===== src/rtl/stkseq_pkg.sv =====
package stkseq_pkg;

  typedef enum logic [3:0] {
    OP_PUSH = 4'd0,
    OP_PULL = 4'd1,
    OP_PHP  = 4'd2,
    OP_PLP  = 4'd3,
    OP_CALL = 4'd4,
    OP_RTS  = 4'd5,
    OP_RTI  = 4'd6,
    OP_BRK  = 4'd7,
    OP_CLI  = 4'd8,
    OP_SEI  = 4'd9,
    OP_POLL = 4'd10
  } op_e;

  typedef enum logic [3:0] {
    S_IDLE, S_WR_HI, S_WR_LO, S_WR_ST, S_WR_BYTE,
    S_RD_ST, S_RD_LO, S_RD_HI, S_RD_BYTE,
    S_VEC_LO, S_VEC_HI, S_CHK, S_FIN
  } st_e;

  function automatic logic [7:0] pack_status(input logic n, input logic v,
                                             input logic b, input logic d,
                                             input logic i, input logic z,
                                             input logic c);
    return {n, v, 1'b1, b, d, i, z, c};
  endfunction

endpackage


===== src/rtl/stkseq_sp.sv =====
module stkseq_sp #(
  parameter logic [7:0] SP_INIT = 8'hFD,
  parameter logic [7:0] PAGE    = 8'h01
) (
  input  logic        clk,
  input  logic        rst_n,
  input  logic        push_step,
  input  logic        pull_step,
  output logic [7:0]  sp,
  output logic [15:0] wr_addr,
  output logic [15:0] rd_addr
);

  logic [7:0] sp_q, sp_d, sp_inc;
  logic       step_en;

  assign sp_inc  = sp_q + 8'd1;
  assign step_en = push_step | pull_step;

  always_comb begin
    sp_d = sp_q;
    if (push_step)      sp_d = sp_q - 8'd1;
    else if (pull_step) sp_d = sp_inc;
  end

  always_ff @(posedge clk or negedge rst_n) begin
    if (!rst_n)       sp_q <= SP_INIT;
    else if (step_en) sp_q <= sp_d;
  end

  assign sp      = sp_q;
  assign wr_addr = {PAGE, sp_q};
  assign rd_addr = {PAGE, sp_inc};


  sp_push_chk: assert property (@(posedge clk) disable iff (!rst_n)
    push_step |=> (sp_q == $past(sp_q) - 8'd1));

  sp_pull_chk: assert property (@(posedge clk) disable iff (!rst_n)
    pull_step |=> (sp_q == $past(sp_q) + 8'd1));

endmodule


===== src/rtl/stkseq_flags.sv =====
module stkseq_flags import stkseq_pkg::*; (
  input  logic       clk,
  input  logic       rst_n,
  input  logic       cap_en,
  input  logic       n_in, v_in, d_in, z_in, c_in,
  input  logic       ld_en,
  input  logic       ld_n, ld_v, ld_d, ld_i, ld_z, ld_c,
  input  logic       i_set,
  input  logic       i_clr,
  input  logic       b_bit,
  output logic       n_q, v_q, d_q, z_q, c_q,
  output logic       i_q,
  output logic [7:0] packed_st
);

  logic       i_en, i_d;
  logic       fl_en;
  logic [4:0] fl_d;

  assign fl_en = cap_en | ld_en;
  assign fl_d  = ld_en ? {ld_n, ld_v, ld_d, ld_z, ld_c}
                       : {n_in, v_in, d_in, z_in, c_in};

  assign i_en = i_set | i_clr | ld_en;
  always_comb begin
    if (i_set)      i_d = 1'b1;
    else if (i_clr) i_d = 1'b0;
    else            i_d = ld_i;
  end

  always_ff @(posedge clk or negedge rst_n) begin
    if (!rst_n) begin
      {n_q, v_q, d_q, z_q, c_q} <= '0;
    end else if (fl_en) begin
      {n_q, v_q, d_q, z_q, c_q} <= fl_d;
    end
  end

  always_ff @(posedge clk or negedge rst_n) begin
    if (!rst_n)    i_q <= 1'b1;
    else if (i_en) i_q <= i_d;
  end

  assign packed_st = pack_status(n_q, v_q, b_bit, d_q, i_q, z_q, c_q);


  mask_set_chk: assert property (@(posedge clk) disable iff (!rst_n)
    i_set |=> i_q);

endmodule


===== src/rtl/stkseq_irqchk.sv =====
module stkseq_irqchk #(
  parameter int IRQ_W = 4
) (
  input  logic [IRQ_W-1:0] irq_req_n,
  input  logic             mask,
  output logic             pending
);

  assign pending = ~mask & ~(&irq_req_n);

endmodule


===== src/rtl/stack_irq_seq.sv =====
module stack_irq_seq import stkseq_pkg::*; #(
  parameter int          IRQ_W        = 4,
  parameter logic [7:0]  SP_INIT      = 8'hFD,
  parameter logic [7:0]  STACK_PAGE   = 8'h01,
  parameter logic [15:0] VECTOR       = 16'hFFFE,
  parameter int          ENTRY_CYCLES = 7
) (
  input  logic             clk,
  input  logic             rst_n,
  input  logic             cmd_valid,
  input  logic [3:0]       cmd_op,
  input  logic [7:0]       cmd_data,
  input  logic [15:0]      cmd_pc,
  input  logic [15:0]      cmd_target,
  input  logic             flg_n_in,
  input  logic             flg_v_in,
  input  logic             flg_d_in,
  input  logic             flg_z_in,
  input  logic             flg_c_in,
  input  logic [IRQ_W-1:0] irq_req_n,
  output logic             mem_req,
  output logic             mem_we,
  output logic [15:0]      mem_addr,
  output logic [7:0]       mem_wdata,
  input  logic [7:0]       mem_rdata,
  input  logic             mem_rdy,
  output logic             busy,
  output logic             done,
  output logic             pc_load,
  output logic [15:0]      pc_out,
  output logic             st_load,
  output logic             flg_n_out,
  output logic             flg_v_out,
  output logic             flg_d_out,
  output logic             flg_z_out,
  output logic             flg_c_out,
  output logic             flag_i,
  output logic [7:0]       pull_data,
  output logic [7:0]       sp,
  output logic [7:0]       ent_cycles
);

  localparam logic [15:0] VECTOR_HI = VECTOR + 16'd1;
  localparam logic [7:0]  ENT_CYC   = 8'(ENTRY_CYCLES);

  // reset: asserted asynchronously, released on the clock
  logic [1:0] rsync_q;
  logic       rst_n_i;
  always_ff @(posedge clk or negedge rst_n) begin
    if (!rst_n) rsync_q <= 2'b00;
    else        rsync_q <= {rsync_q[0], 1'b1};
  end
  assign rst_n_i = rsync_q[1];

  st_e         st_q, st_d;
  op_e         op_q, op_d;
  logic [15:0] pc_q, pc_d, tgt_q, tgt_d;
  logic [7:0]  dat_q, dat_d;
  logic        hw_q, hw_d;

  logic        accept, fire, pending;
  logic        wr_state, rd_state;
  logic [15:0] wr_addr, rd_addr;
  logic [7:0]  packed_st;
  logic        i_set, i_clr, st_ld;
  op_e         cmd_e;

  assign cmd_e    = op_e'(cmd_op);
  assign accept   = (st_q == S_IDLE) && cmd_valid;
  assign fire     = mem_req && mem_rdy;
  assign wr_state = (st_q == S_WR_HI) || (st_q == S_WR_LO) ||
                    (st_q == S_WR_ST) || (st_q == S_WR_BYTE);
  assign rd_state = (st_q == S_RD_ST) || (st_q == S_RD_LO) ||
                    (st_q == S_RD_HI) || (st_q == S_RD_BYTE);

  stkseq_sp #(.SP_INIT(SP_INIT), .PAGE(STACK_PAGE)) u_sp (
    .clk       (clk),
    .rst_n     (rst_n_i),
    .push_step (fire && wr_state),
    .pull_step (fire && rd_state),
    .sp        (sp),
    .wr_addr   (wr_addr),
    .rd_addr   (rd_addr)
  );

  assign st_ld = fire && (st_q == S_RD_ST);
  assign i_set = (fire && (st_q == S_WR_ST) && (hw_q || op_q == OP_BRK)) ||
                 (accept && cmd_e == OP_SEI);
  assign i_clr = accept && cmd_e == OP_CLI;

  stkseq_flags u_flags (
    .clk       (clk),
    .rst_n     (rst_n_i),
    .cap_en    (accept),
    .n_in      (flg_n_in),
    .v_in      (flg_v_in),
    .d_in      (flg_d_in),
    .z_in      (flg_z_in),
    .c_in      (flg_c_in),
    .ld_en     (st_ld),
    .ld_n      (mem_rdata[7]),
    .ld_v      (mem_rdata[6]),
    .ld_d      (mem_rdata[3]),
    .ld_i      (mem_rdata[2]),
    .ld_z      (mem_rdata[1]),
    .ld_c      (mem_rdata[0]),
    .i_set     (i_set),
    .i_clr     (i_clr),
    .b_bit     (~hw_q),
    .n_q       (flg_n_out),
    .v_q       (flg_v_out),
    .d_q       (flg_d_out),
    .z_q       (flg_z_out),
    .c_q       (flg_c_out),
    .i_q       (flag_i),
    .packed_st (packed_st)
  );

  stkseq_irqchk #(.IRQ_W(IRQ_W)) u_irq (
    .irq_req_n (irq_req_n),
    .mask      (flag_i),
    .pending   (pending)
  );

  // next-state logic
  always_comb begin
    st_d      = st_q;
    op_d      = op_q;
    pc_d      = pc_q;
    tgt_d     = tgt_q;
    dat_d     = dat_q;
    hw_d      = hw_q;
    mem_req   = 1'b0;
    mem_we    = 1'b0;
    mem_addr  = wr_addr;
    mem_wdata = dat_q;
    case (st_q)
      S_IDLE: begin
        if (cmd_valid) begin
          op_d  = cmd_e;
          pc_d  = cmd_pc;
          tgt_d = cmd_target;
          dat_d = cmd_data;
          hw_d  = 1'b0;
          case (cmd_e)
            OP_PUSH: st_d = S_WR_BYTE;
            OP_PULL: st_d = S_RD_BYTE;
            OP_PHP:  st_d = S_WR_ST;
            OP_PLP:  st_d = S_RD_ST;
            OP_CALL: st_d = S_WR_HI;
            OP_RTS:  st_d = S_RD_LO;
            OP_RTI:  st_d = S_RD_ST;
            OP_BRK: begin
              pc_d = cmd_pc + 16'd1;
              st_d = S_WR_HI;
            end
            OP_CLI, OP_POLL: st_d = S_CHK;
            default: st_d = S_FIN;
          endcase
        end
      end
      S_WR_HI: begin
        mem_req   = 1'b1;
        mem_we    = 1'b1;
        mem_wdata = pc_q[15:8];
        if (mem_rdy) st_d = S_WR_LO;
      end
      S_WR_LO: begin
        mem_req   = 1'b1;
        mem_we    = 1'b1;
        mem_wdata = pc_q[7:0];
        if (mem_rdy) begin
          if (op_q == OP_CALL) begin
            pc_d = tgt_q;
            st_d = S_FIN;
          end else begin
            st_d = S_WR_ST;
          end
        end
      end
      S_WR_ST: begin
        mem_req   = 1'b1;
        mem_we    = 1'b1;
        mem_wdata = packed_st;
        if (mem_rdy) st_d = (hw_q || op_q == OP_BRK) ? S_VEC_LO : S_FIN;
      end
      S_WR_BYTE: begin
        mem_req = 1'b1;
        mem_we  = 1'b1;
        if (mem_rdy) st_d = S_FIN;
      end
      S_RD_ST: begin
        mem_req  = 1'b1;
        mem_addr = rd_addr;
        if (mem_rdy) st_d = (op_q == OP_RTI) ? S_RD_LO : S_CHK;
      end
      S_RD_LO: begin
        mem_req  = 1'b1;
        mem_addr = rd_addr;
        if (mem_rdy) begin
          pc_d[7:0] = mem_rdata;
          st_d      = S_RD_HI;
        end
      end
      S_RD_HI: begin
        mem_req  = 1'b1;
        mem_addr = rd_addr;
        if (mem_rdy) begin
          if (op_q == OP_RTS) begin
            pc_d = {mem_rdata, pc_q[7:0]} + 16'd1;
            st_d = S_FIN;
          end else begin
            pc_d[15:8] = mem_rdata;
            st_d       = S_CHK;
          end
        end
      end
      S_RD_BYTE: begin
        mem_req  = 1'b1;
        mem_addr = rd_addr;
        if (mem_rdy) begin
          dat_d = mem_rdata;
          st_d  = S_FIN;
        end
      end
      S_VEC_LO: begin
        mem_req  = 1'b1;
        mem_addr = VECTOR;
        if (mem_rdy) begin
          pc_d[7:0] = mem_rdata;
          st_d      = S_VEC_HI;
        end
      end
      S_VEC_HI: begin
        mem_req  = 1'b1;
        mem_addr = VECTOR_HI;
        if (mem_rdy) begin
          pc_d[15:8] = mem_rdata;
          st_d       = S_FIN;
        end
      end
      S_CHK: begin
        if (pending) begin
          hw_d = 1'b1;
          st_d = S_WR_HI;
        end else begin
          st_d = S_FIN;
        end
      end
      S_FIN:   st_d = S_IDLE;
      default: st_d = S_IDLE;
    endcase
  end

  // registers
  always_ff @(posedge clk or negedge rst_n_i) begin
    if (!rst_n_i) begin
      st_q  <= S_IDLE;
      op_q  <= OP_PUSH;
      pc_q  <= '0;
      tgt_q <= '0;
      dat_q <= '0;
      hw_q  <= 1'b0;
    end else begin
      st_q <= st_d;
      if (accept || fire) begin
        op_q  <= op_d;
        pc_q  <= pc_d;
        tgt_q <= tgt_d;
        dat_q <= dat_d;
      end
      if (accept || st_q == S_CHK) hw_q <= hw_d;
    end
  end

  assign busy       = (st_q != S_IDLE);
  assign done       = (st_q == S_FIN);
  assign pc_load    = done && (hw_q || op_q == OP_CALL || op_q == OP_RTS ||
                               op_q == OP_RTI || op_q == OP_BRK);
  assign st_load    = done && (op_q == OP_PLP || op_q == OP_RTI);
  assign ent_cycles = (done && hw_q) ? ENT_CYC : 8'd0;
  assign pc_out     = pc_q;
  assign pull_data  = dat_q;


  req_hold_chk: assert property (@(posedge clk) disable iff (!rst_n_i)
    (mem_req && !mem_rdy) |=> (mem_req && $stable(mem_addr) &&
                               $stable(mem_we) && $stable(mem_wdata)));

  done_pulse_chk: assert property (@(posedge clk) disable iff (!rst_n_i)
    done |=> (!done && !busy));

  entry_mask_chk: assert property (@(posedge clk) disable iff (!rst_n_i)
    (done && ent_cycles != 8'd0) |-> flag_i);

  stat_bit5_chk: assert property (@(posedge clk) disable iff (!rst_n_i)
    (mem_req && mem_we && st_q == S_WR_ST) |-> mem_wdata[5]);

endmodule


===== config.mk =====
export PLATFORM = sky130hd
export DESIGN_NAME = stack_irq_seq
export DESIGN_NICKNAME = d
export VERILOG_FILES = /design/src/rtl/stkseq_pkg.sv /design/src/rtl/stkseq_sp.sv /design/src/rtl/stkseq_flags.sv /design/src/rtl/stkseq_irqchk.sv /design/src/rtl/stack_irq_seq.sv
export SDC_FILE = /design/constraint.sdc
export NUM_CORES = 1
export LEC_CHECK = 0
export BUFFER_PORTS_ARGS = -buffer_cell sky130_fd_sc_hd__buf_2
export CORE_MARGIN = 3
export CORE_UTILIZATION = 40
export DETAILED_ROUTE_END_ITERATION = 10
export GPL_TIMING_DRIVEN = 0
export PLACE_DENSITY = 0.71
export SETUP_SLACK_MARGIN = 0.3
export SLEW_MARGIN = 15
export SYNTH_ARGS = -nofsm -noshare
export SYNTH_HDL_FRONTEND = slang
export SYNTH_SLANG_ARGS = --single-unit
export TNS_END_PERCENT = 100

===== constraint.sdc =====
create_clock -name clk -period 2.9 [get_ports clk]
set_input_delay 0.435 -clock clk [delete_from_list [all_inputs] [get_ports clk]]
set_output_delay 0.435 -clock clk [all_outputs]
set_load 0.005 [all_outputs]

==> impl_metrics.toml, run 1 <==
[detailed_routing]
drt_iter0_markers = 578
routed_via_density = 5.73
drtPass1Iterations = 6
post_drt_wl_per_cell_um = 18.4
route.detailed.drc = 0
ant_nets = 0
vias = 5699
routed_wl_mm = 18.3

[global_route]
grt_max_degree = 55
grt_pass1_vias = 5274
grt.overflow.total = 0
grt_pass1_wl_mm = 27.9
grt_util_all_layers = 0.242
use_met3 = 0.0539
grtUsageMet2 = 0.365
grt.busiest_layer = "met2"
grt_use_met1 = 0.338
antenna_found_initial = 0

[timing]
worst_slew_pin_slew_ps = 824
clock_skew_ps = 8.11
setup_slack_ps = 372
setup_violations = 0
max_slew_margin = 0.450
drv_slew = 0
rsz0062_at_grt = "true"
setup_tns_ps = 0
max_freq_mhz = 396
finalHoldViolations = 0
period_needed_ps = 2530
finalCritPeriodShare = 0.872

[synth]
synthSimpleGateAreaFrac = 0.303
synth_compound_area_frac = 0.215
avgSynthCellArea_um2 = 8.03
async_flop_share = 1.00
synthAdderAreaFrac = 0.0112
synth_edf_count = 0
syn_area_mm2 = 0.00536
ys_ff_latch = 65
yosysSeqAreaShare = 0.305
ys_warn_count = 0
synth_top_family_by_area = "simple AND/OR/NAND/NOR gates"
synthFlopType = "dfrtp_1"
synth_mux_area_frac = 0.0509
synthXorXnorAreaFrac = 0.0425
netlist_instances = 667
ys_types = 77

[placement]
placed_area_mm2 = 0.00625
pre_cts_ws_ps = 282
numPortBuffers = 126
hpwl_mm = 13.5
gp_congestion = 0.962

[layout]
multi_input_area_mm2 = 0.00342
final_nets = 887
layout_commonest_cell = "buf_2"
layout-drive-gt1-share = 0.320
syn2layout_area_growth_pct = 26.0
n_fill_cell = 1252
postLayoutCoreUtil = 0.525
fin_area_mm2 = 0.00675
layout_common_cells = "buf_2, nand2_1, nor2_1"
n_antenna_cell = 0
final-seq-area_mm2 = 0.00164

[critical_path]
cp.arrival_ps = 2090
max_stage_delay_ps = 450
critPathTopFamily = "buffers and inverters"
path_class = "flip-flop to output port"
crit_path_start_kind = "flip-flop"
end_kind = "output port"
critPathBufInv = 4
worstPathMaxFanout = 10
crit_chain = "buf_6, buf_4, or3b_2, buf_2, o21ai_0, o21ai_0, a21oi_1, buf_2"
crit_path_top_delay_cell = "or3b_2"
cp.required_ps = 2470

[cts]
path_clk_slew_ps = 60
cts_tree = "yes"
cts_buffer_depth = 2
clock_sinks = 65
cts.htree.levels = 3
insertion_delay_ps = 340
cts_made_buffers = 9
cts-root-buf = "clkbuf_16"

[floorplanning]
ios = 141
core_area_mm2 = 0.0129
dieArea_mm2 = 0.0148
initial_utilization = 0.416
rows = 41
die_h_um = 122
chipWidth_um = 122

[power]
p_sw_frac = 0.455
p_leak_uw = 0.00310
power_switching_uw = 3350
p_int_uw = 4010
pwr-share-comb = 0.579
pwr-share-seq = 0.261
ir_drop_mv = 0.447
p_per_area_mw_per_mm2 = 1090
p_clk_frac = 0.161

[run]
drv_cap = 0

[min_path]
holdCritPathClass = "flip-flop to async pin"

[status]
run_status = "finished clean"
[sequential cells by signal, summed over array words and instances (netlist names)]
signal and count:
op_q 4, u_flags.n_q 1, st_q 4, rsync_q 2, pc_out 16, u_flags.z_q 1, u_flags.i_q 1, u_flags.d_q 1
u_flags.c_q 1, pull_data 8, u_sp.sp 8, hw_q 1, u_flags.v_q 1, tgt_q 16
[metal layers]
| metal | vias to the layer above | share of wire | wire, µm |
|---|---|---|---|
| li1 | 2686 | - | - |
| met2 | 295 | 0.45 | 8260 |
| met5 | - | 0 | 0 |
| met4 | 0 | 0.028 | 508 |
| met1 | 2678 | 0.43 | 7850 |
| met3 | 40 | 0.090 | 1650 |
[cell usage after synthesis (all sizes together), types with 3 or more instances]
| cell type | number | area share |
|---|---|---|
| mux2i | 16 | 0.030 |
| nor3 | 14 | 0.014 |
| ha | 4 | 0.0093 |
| and4 | 5 | 0.0082 |
| buf | 42 | 0.049 |
| nand2 | 103 | 0.072 |
| clkbuf | 17 | 0.012 |
| xnor2 | 17 | 0.028 |
| xor2 | 9 | 0.015 |
| nor2 | 75 | 0.053 |
| a31oi | 5 | 0.0058 |
| a221o | 5 | 0.0093 |
| o22ai | 20 | 0.027 |
| dfstp | 8 | 0.039 |
| or2 | 8 | 0.0093 |
| o211ai | 4 | 0.0056 |
| and3 | 6 | 0.0070 |
| nor3b | 4 | 0.0056 |
| nand4 | 8 | 0.0093 |
| nor2b | 6 | 0.0070 |
| a211oi | 6 | 0.0084 |
| o21a | 10 | 0.014 |
| a21oi | 49 | 0.048 |
| o41ai | 5 | 0.012 |
| nand3 | 17 | 0.017 |
| and4b | 3 | 0.0056 |
| nor4 | 12 | 0.025 |
| and2 | 14 | 0.016 |
| a221oi | 3 | 0.0049 |
| o21ai | 34 | 0.032 |
| nand2b | 6 | 0.0070 |
| or3 | 6 | 0.0070 |
| a22o | 4 | 0.0065 |
| a22oi | 4 | 0.0056 |
| mux2 | 10 | 0.021 |
| inv | 13 | 0.0091 |
| dfrtp | 57 | 0.27 |
| nor4b | 4 | 0.013 |
[kinds of logic after synthesis]
kind of cell / after synthesis
XOR/XNOR: 26
adder cells (fa/ha/maj): 5
flip-flops: 65
buffers and inverters: 72
other: 2
AND/OR/NAND/NOR: 301
multiplexers: 26
AO/OA/AOI/OAI: 170
[layout make-up]
class | instances | area share
Timing Repair Buffer | 135 | 0.107
Tap cell | 172 | 0.0319
Buffer | 59 | 0.0559
Inverter | 13 | 0.00722
Clock buffer | 15 | 0.0441
Clock inverter | 1 | 0.00445
Sequential cell | 65 | 0.243
Multi-Input combinational cell | 535 | 0.507
[power groups by stage]
stage	Clock, µW	Sequential [µW]	Combinational [µW]
2_1_floorplan	0	1750	2660
3_3_place_gp	0	1920	3920
3_5_place_dp	0	1910	3970
4_1_cts	1190	1900	4060
5_1_grt	1230	1960	4680
6_report	1180	1920	4260
[path summary, 6_finish.rpt]
kind	slack [ps]	endpoint	cells past startpoint	startpoint
max in group asynchronous	2160	u_sp.sp[3]$_DFFE_PN1P_	1	rsync_q[1]$_DFF_PN0_
worst min-delay path	160	hw_q$_DFFE_PN0P_	0	rsync_q[1]$_DFF_PN0_
worst min register to register	160	hw_q$_DFFE_PN0P_	0	rsync_q[1]$_DFF_PN0_
min in group clk	280	tgt_q[1]$_DFFE_PN0P_	3	cmd_target[1]
worst max register to register	600	pc_out[1]$_DFFE_PN0P_	5	st_q[2]$_DFFE_PN0P_
worst max-delay path	370	mem_addr[0]	8	st_q[0]$_DFFE_PN0P_
[what timing repair did]
item / in CTS / in global routing
gates resized for setup: 15 / 30
pin swaps: 1 / 2
hold buffers: 1 / 0
buffers inserted: 1 / 6
endpoints found under the setup margin: 25 / 19
endpoints found under the hold margin: 2 / 0
[per-stage QoR]
step,total power (µW),instances,hold WS [ps]
after floorplan,4420,672,139
after CTS,7150,989,171
after global routing,7880,995,184
after global placement,5840,970,222
after detailed placement,5880,971,168
final,7350,995,160
Note: power is estimated with default switching activity, not from simulation.
==> inputs of run 2 (changes only) <==
--- a/config.mk
+++ b/config.mk
@@ -10,9 +10,10 @@
 export CORE_UTILIZATION = 40
 export DETAILED_ROUTE_END_ITERATION = 10
 export GPL_TIMING_DRIVEN = 0
-export PLACE_DENSITY = 0.71
+export PLACE_DENSITY = 0.74
+export RECOVER_POWER = 100
 export SETUP_SLACK_MARGIN = 0.3
-export SLEW_MARGIN = 15
+export SLEW_MARGIN = 20
 export SYNTH_ARGS = -nofsm -noshare
 export SYNTH_HDL_FRONTEND = slang
 export SYNTH_SLANG_ARGS = --single-unit
==> constraint.sdc (replaced) <==
create_clock -name clk -period 2.1 [get_ports clk]
set_input_delay 0.315 -clock clk [delete_from_list [all_inputs] [get_ports clk]]
set_output_delay 0.315 -clock clk [all_outputs]
set_load 0.005 [all_outputs]
==> impl_metrics.toml, run 2 (same netlist as run 1, synthesis figures left out) <==
[status]
run_status = "finished, violations left"
violations = "negative setup slack"

[timing]
setup_violations = 52
max_freq_mhz = 433
drv_slew = 0
setup_tns_ps = -4370
period_needed_ps = 2310
max_slew_margin = 0.152
setup_slack_ps = -212
worst_slew_pin_slew_ps = 1270
rsz0062_at_grt = "true"
finalCritPeriodShare = 1.10
clock_skew_ps = 9.85
finalHoldViolations = 0

[layout]
n_fill_cell = 961
n_antenna_cell = 0
syn2layout_area_growth_pct = 61.1
layout_commonest_cell = "buf_2"
final_nets = 969
layout-drive-gt1-share = 0.522
layout_common_cells = "buf_2, buf_4, nand2_1"
stdcell_count = 1076

[power]
ir_drop_mv = 0.613
pwr-share-seq = 0.198
p_clk_frac = 0.106
p_per_area_mw_per_mm2 = 1630
p_int_uw = 7480
total_power_uw = 14100
p_leak_uw = 0.00383
power_switching_uw = 6570
pwr-share-comb = 0.696
p_sw_frac = 0.468

[floorplanning]
dieArea_mm2 = 0.0148
core_area_mm2 = 0.0129
rows = 41
die_h_um = 122
initial_utilization = 0.416
chipWidth_um = 122
ios = 141

[global_route]
grt_pass1_vias = 6254
grt.overflow.total = 0
grt_util_all_layers = 0.292
antenna_found_initial = 0
grt_max_degree = 54
grt_pass1_wl_mm = 33.7

[critical_path]
cp.arrival_ps = 2000
cp.required_ps = 1780
end_kind = "output port"
crit_path_start_kind = "flip-flop"
path_class = "flip-flop to output port"
worstReg2RegStart = "pc_out[1]$_DFFE_PN0P_"
ff2ff_setup_slack_ps = -90
r2r_cells = 6
r2r-end = "pc_out[10]$_DFFE_PN0P_"
worstPathMaxFanout = 6

[detailed_routing]
routed_wl_mm = 24.3
post_drt_wl_per_cell_um = 22.6
drtPass1Iterations = 6
route.detailed.drc = 0
ant_nets = 0
vias = 6737
drt_iter0_markers = 864
routed_via_density = 6.26

[min_path]
hold_depth = 3
holdCritPathClass = "input port to flip-flop"
hold_path_end = "tgt_q[3]$_DFFE_PN0P_"
hp-start = "cmd_target[3]"

[placement]
gp_congestion = 1.00
pre_cts_ws_ps = -379
hpwl_mm = 13.4
numPortBuffers = 126
dp_cells = 971

[cts]
path_clk_slew_ps = 60
cts-root-buf = "clkbuf_16"
cts_tree = "yes"
clock_sinks = 65
cts.htree.levels = 3
insertion_delay_ps = 350
cts_made_buffers = 9
cts_buffer_depth = 2

[run]
drv_cap = 0
-- run 2: cell types whose count changed in the layout (fill, tap and decap cells not counted), sizes merged --
cell | previous run | this run
buf | 176 | 245
bufinv | 1 | 0
clkbuf | 32 | 43
clkinv | 0 | 1
clkinvlp | 0 | 1
-- run 2: cell type report --
cell class | instances | area [µm²] | share of cell area
timing repair buffer | 217 | 1570 | 0.182
clock buffer | 13 | 270 | 0.0313
inverter | 13 | 51.3 | 0.00594
buffer | 59 | 604 | 0.0700
tap | 172 | 215 | 0.0249
clock inverter | 2 | 12.5 | 0.00145
sequential | 65 | 1640 | 0.190
multi-input combinational | 535 | 4270 | 0.495
-- run 2: routing by layer --
| layer | up-vias | global-route usage | wire length, µm | share of wire |
|---|---|---|---|---|
| li1 | 2850 | - | - | - |
| met5 | - | 0 | 0 | 0 |
| met4 | 0 | 0.141 | 1700 | 0.070 |
| met2 | 542 | 0.469 | 10900 | 0.45 |
| met1 | 3167 | 0.373 | 9050 | 0.37 |
| met3 | 178 | 0.0664 | 2630 | 0.11 |
-- run 2: stage by stage --
step | area, µm² | utilization | hold slack [ps]
floorplan | 5430 | - | 19.4
global placement | 6280 | 0.488 | 102
detailed placement | 6310 | 0.490 | 105
CTS | 8100 | 0.629 | 166
global route | 8630 | 0.670 | 175
finish | 8630 | 0.670 | 171
-- run 2: how the worst max path moves through the flow --
stage | slack (ps) | end | from
global placement | -360 | mem_wdata[1] | st_q[1]$_DFFE_PN0P_
global route | -270 | mem_addr[6] | u_sp.sp[2]$_DFFE_PN1P_
finish | -210 | mem_addr[6] | st_q[0]$_DFFE_PN0P_
detailed placement | -380 | mem_wdata[1] | st_q[1]$_DFFE_PN0P_
floorplan | 240 | u_flags.c_q$_DFFE_PN0P_ | st_q[0]$_DFFE_PN0P_
CTS | -140 | mem_addr[0] | st_q[0]$_DFFE_PN0P_
-- run 2: repair_timing --
action / 4_1_cts / 5_1_grt
hold buffers: 1 / 0
pin swaps: 79 / 60
endpoints found under the setup margin: 95 / 95
resized for setup: 249 / 116
buffers inserted: 63 / 19
hold endpoints to repair: 2 / 0
gates cloned: 6 / 1
-- run 2: power groups by stage --
stage | registers (µW) | clock network, µW | logic [µW]
after detailed placement | 2650 | 0 | 5550
after CTS | 2650 | 1460 | 8080
after floorplan | 2430 | 0 | 3760
final | 2790 | 1490 | 9790
after global placement | 2650 | 0 | 5460
after global routing | 2820 | 1530 | 10200
-- run 2: worst max-delay path: stages (launching register included) --
cell	delay [ps]
dfrtp_1	370
buf_6	140
buf_8	130
nor4b_4	300
buf_4	190
a21oi_4	50
nand2b_4	130
a21oi_2	70
a21oi_2	130
buf_2	130
==> inputs of run 3 (changes only) <==
--- a/config.mk
+++ b/config.mk
@@ -5,12 +5,12 @@
 export SDC_FILE = /design/constraint.sdc
 export NUM_CORES = 1
 export LEC_CHECK = 0
-export BUFFER_PORTS_ARGS = -buffer_cell sky130_fd_sc_hd__buf_2
 export CORE_MARGIN = 3
 export CORE_UTILIZATION = 40
 export DETAILED_ROUTE_END_ITERATION = 10
+export DONT_BUFFER_PORTS = 1
 export GPL_TIMING_DRIVEN = 0
-export PLACE_DENSITY = 0.74
+export PLACE_DENSITY = 0.64
 export RECOVER_POWER = 100
 export SETUP_SLACK_MARGIN = 0.3
 export SLEW_MARGIN = 20
==> impl_metrics.toml, run 3 (same netlist as run 1, synthesis figures left out) <==
[cts]
cts_buffer_depth = 2
clock_sinks = 65
cts_made_buffers = 9
path_clk_slew_ps = 50
cts_tree = "yes"
cts-root-buf = "clkbuf_16"
cts.htree.levels = 3
insertion_delay_ps = 350

[timing]
whs_ps = 62.4
finalCritPeriodShare = 1.04
setup_violations = 35
max_slew_margin = 0.0150
rsz0062_at_grt = "true"
worst_slew_pin_slew_ps = 1480
max_freq_mhz = 457
drv_slew = 0
setup_slack_ps = -89.0
finalHoldViolations = 0
period_needed_ps = 2190
clock_skew_ps = 6.22

[detailed_routing]
route.detailed.drc = 0
drtPass1Iterations = 6
post_drt_wl_per_cell_um = 24.0
ant_nets = 0
routed_wl_mm = 22.9
routed_via_density = 6.45
vias = 6158
drt_iter0_markers = 695

[critical_path]
cp.depth = 8
critPathBufInv = 3
end_kind = "output port"
r2r_cells = 8
crit_path_top_delay_cell = "dfrtp_2"
worst_path_most_repeated_cell = "nand2_1"
crit_path_start_kind = "flip-flop"
crit_chain = "buf_8, nor4b_4, buf_4, a21o_4, buf_6, nand2_1, nand2_1, o21ai_2"
cp.required_ps = 1780
worstPathMaxFanout = 9
critPathTopFamily = "flip-flops"
cp.arrival_ps = 1870
path_class = "flip-flop to output port"
max_stage_delay_ps = 460

[floorplanning]
dieArea_mm2 = 0.0148
ios = 141
core_area_mm2 = 0.0129
rows = 41
chipWidth_um = 122
die_h_um = 122
initial_utilization = 0.416

[status]
run_status = "finished, violations left"
violations = "negative setup slack"

[min_path]
holdCritPathClass = "input port to flip-flop"
hold_depth = 2

[global_route]
grt.overflow.total = 0
grt_pass1_vias = 6023
grt_max_degree = 64
antenna_found_initial = 0
grt_pass1_wl_mm = 32.7
grt_util_all_layers = 0.285

[layout]
layout_common_cells = "nand2_1, buf_4, nor2_1, dfrtp_1, buf_6"
stdcell_count = 955
postLayoutCoreUtil = 0.627
n_antenna_cell = 0
syn2layout_area_growth_pct = 50.7
final_nets = 847
layout-drive-gt1-share = 0.479
n_fill_cell = 1036

[placement]
pre_cts_ws_ps = -236
hpwl_mm = 13.5
dp_cells = 844
gp_congestion = 0.982
numPortBuffers = 0

[run]
drv_cap = 0

[power]
p_per_area_mw_per_mm2 = 1630
ir_drop_mv = 0.764
p_leak_uw = 0.00339
## run 3: cell count changes in the layout (fill, tap and decap cells not counted), sizes merged
cell,before,now
clkinvlp,1,0
buf,245,139
bufinv,0,1
a21oi,49,50
clkbuf,43,27
## run 3: metrics by stage
step                      cell area, µm²  power, µW  TNS, ps
after floorplan                     5430       6190        0
after global placement              5650       7460    -4490
after detailed placement            5650       7560    -5020
after CTS                           7470      11600     -256
after global routing                8070      13700    -2810
final                               8070      13100    -1250
## run 3: area by class of cell
class / count / area [µm²] / share of cell area
flip-flops and latches: 65 / 1640 / 0.203
inverters: 13 / 53.8 / 0.00666
clock buffers: 14 / 274 / 0.0339
plain buffers: 59 / 656 / 0.0812
repair buffers: 94 / 877 / 0.109
well taps: 172 / 215 / 0.0267
multi-input cells: 536 / 4320 / 0.535
clock inverters: 2 / 35.0 / 0.00434
## run 3: repair_timing
action,CTS,global route
cloned,9,1
pin swaps,65,53
hold endpoints to repair,2,0
resized for setup,264,122
setup endpoints to repair,95,94
buffers inserted,62,22
hold buffers,1,0
## run 3: per-layer routing
layer  global-route usage  vias up  wire, µm
met5                    0        -         0
met4                0.151        0      1070
met3               0.0859       95      2600
met2                0.453      455     10900
met1                0.347     2989      8350
li1                     -     2619         -
## run 3: final timing paths
path | from | to | slack, ps
worst min register to register | rsync_q[0]$_DFF_PN0_ | rsync_q[1]$_DFF_PN0_ | 350
worst max-delay path | st_q[2]$_DFFE_PN0P_ | mem_addr[3] | -90
worst max register to register | st_q[1]$_DFFE_PN0P_ | u_flags.i_q$_DFFE_PN1P_ | -80
min in group asynchronous | rst_n | rsync_q[0]$_DFF_PN0_ | 190
worst min-delay path | cmd_target[14] | tgt_q[14]$_DFFE_PN0P_ | 60
max in group asynchronous | rsync_q[1]$_DFF_PN0_ | st_q[3]$_DFFE_PN0P_ | 460
## run 3: where the power goes
part / leakage (µW) / internal (µW) / switching, µW / total [µW]
clock: 0.000153 / 1010 / 574 / 1590
sequential: 0.000775 / 1890 / 1030 / 2920
combinational: 0.00246 / 4120 / 4500 / 8630
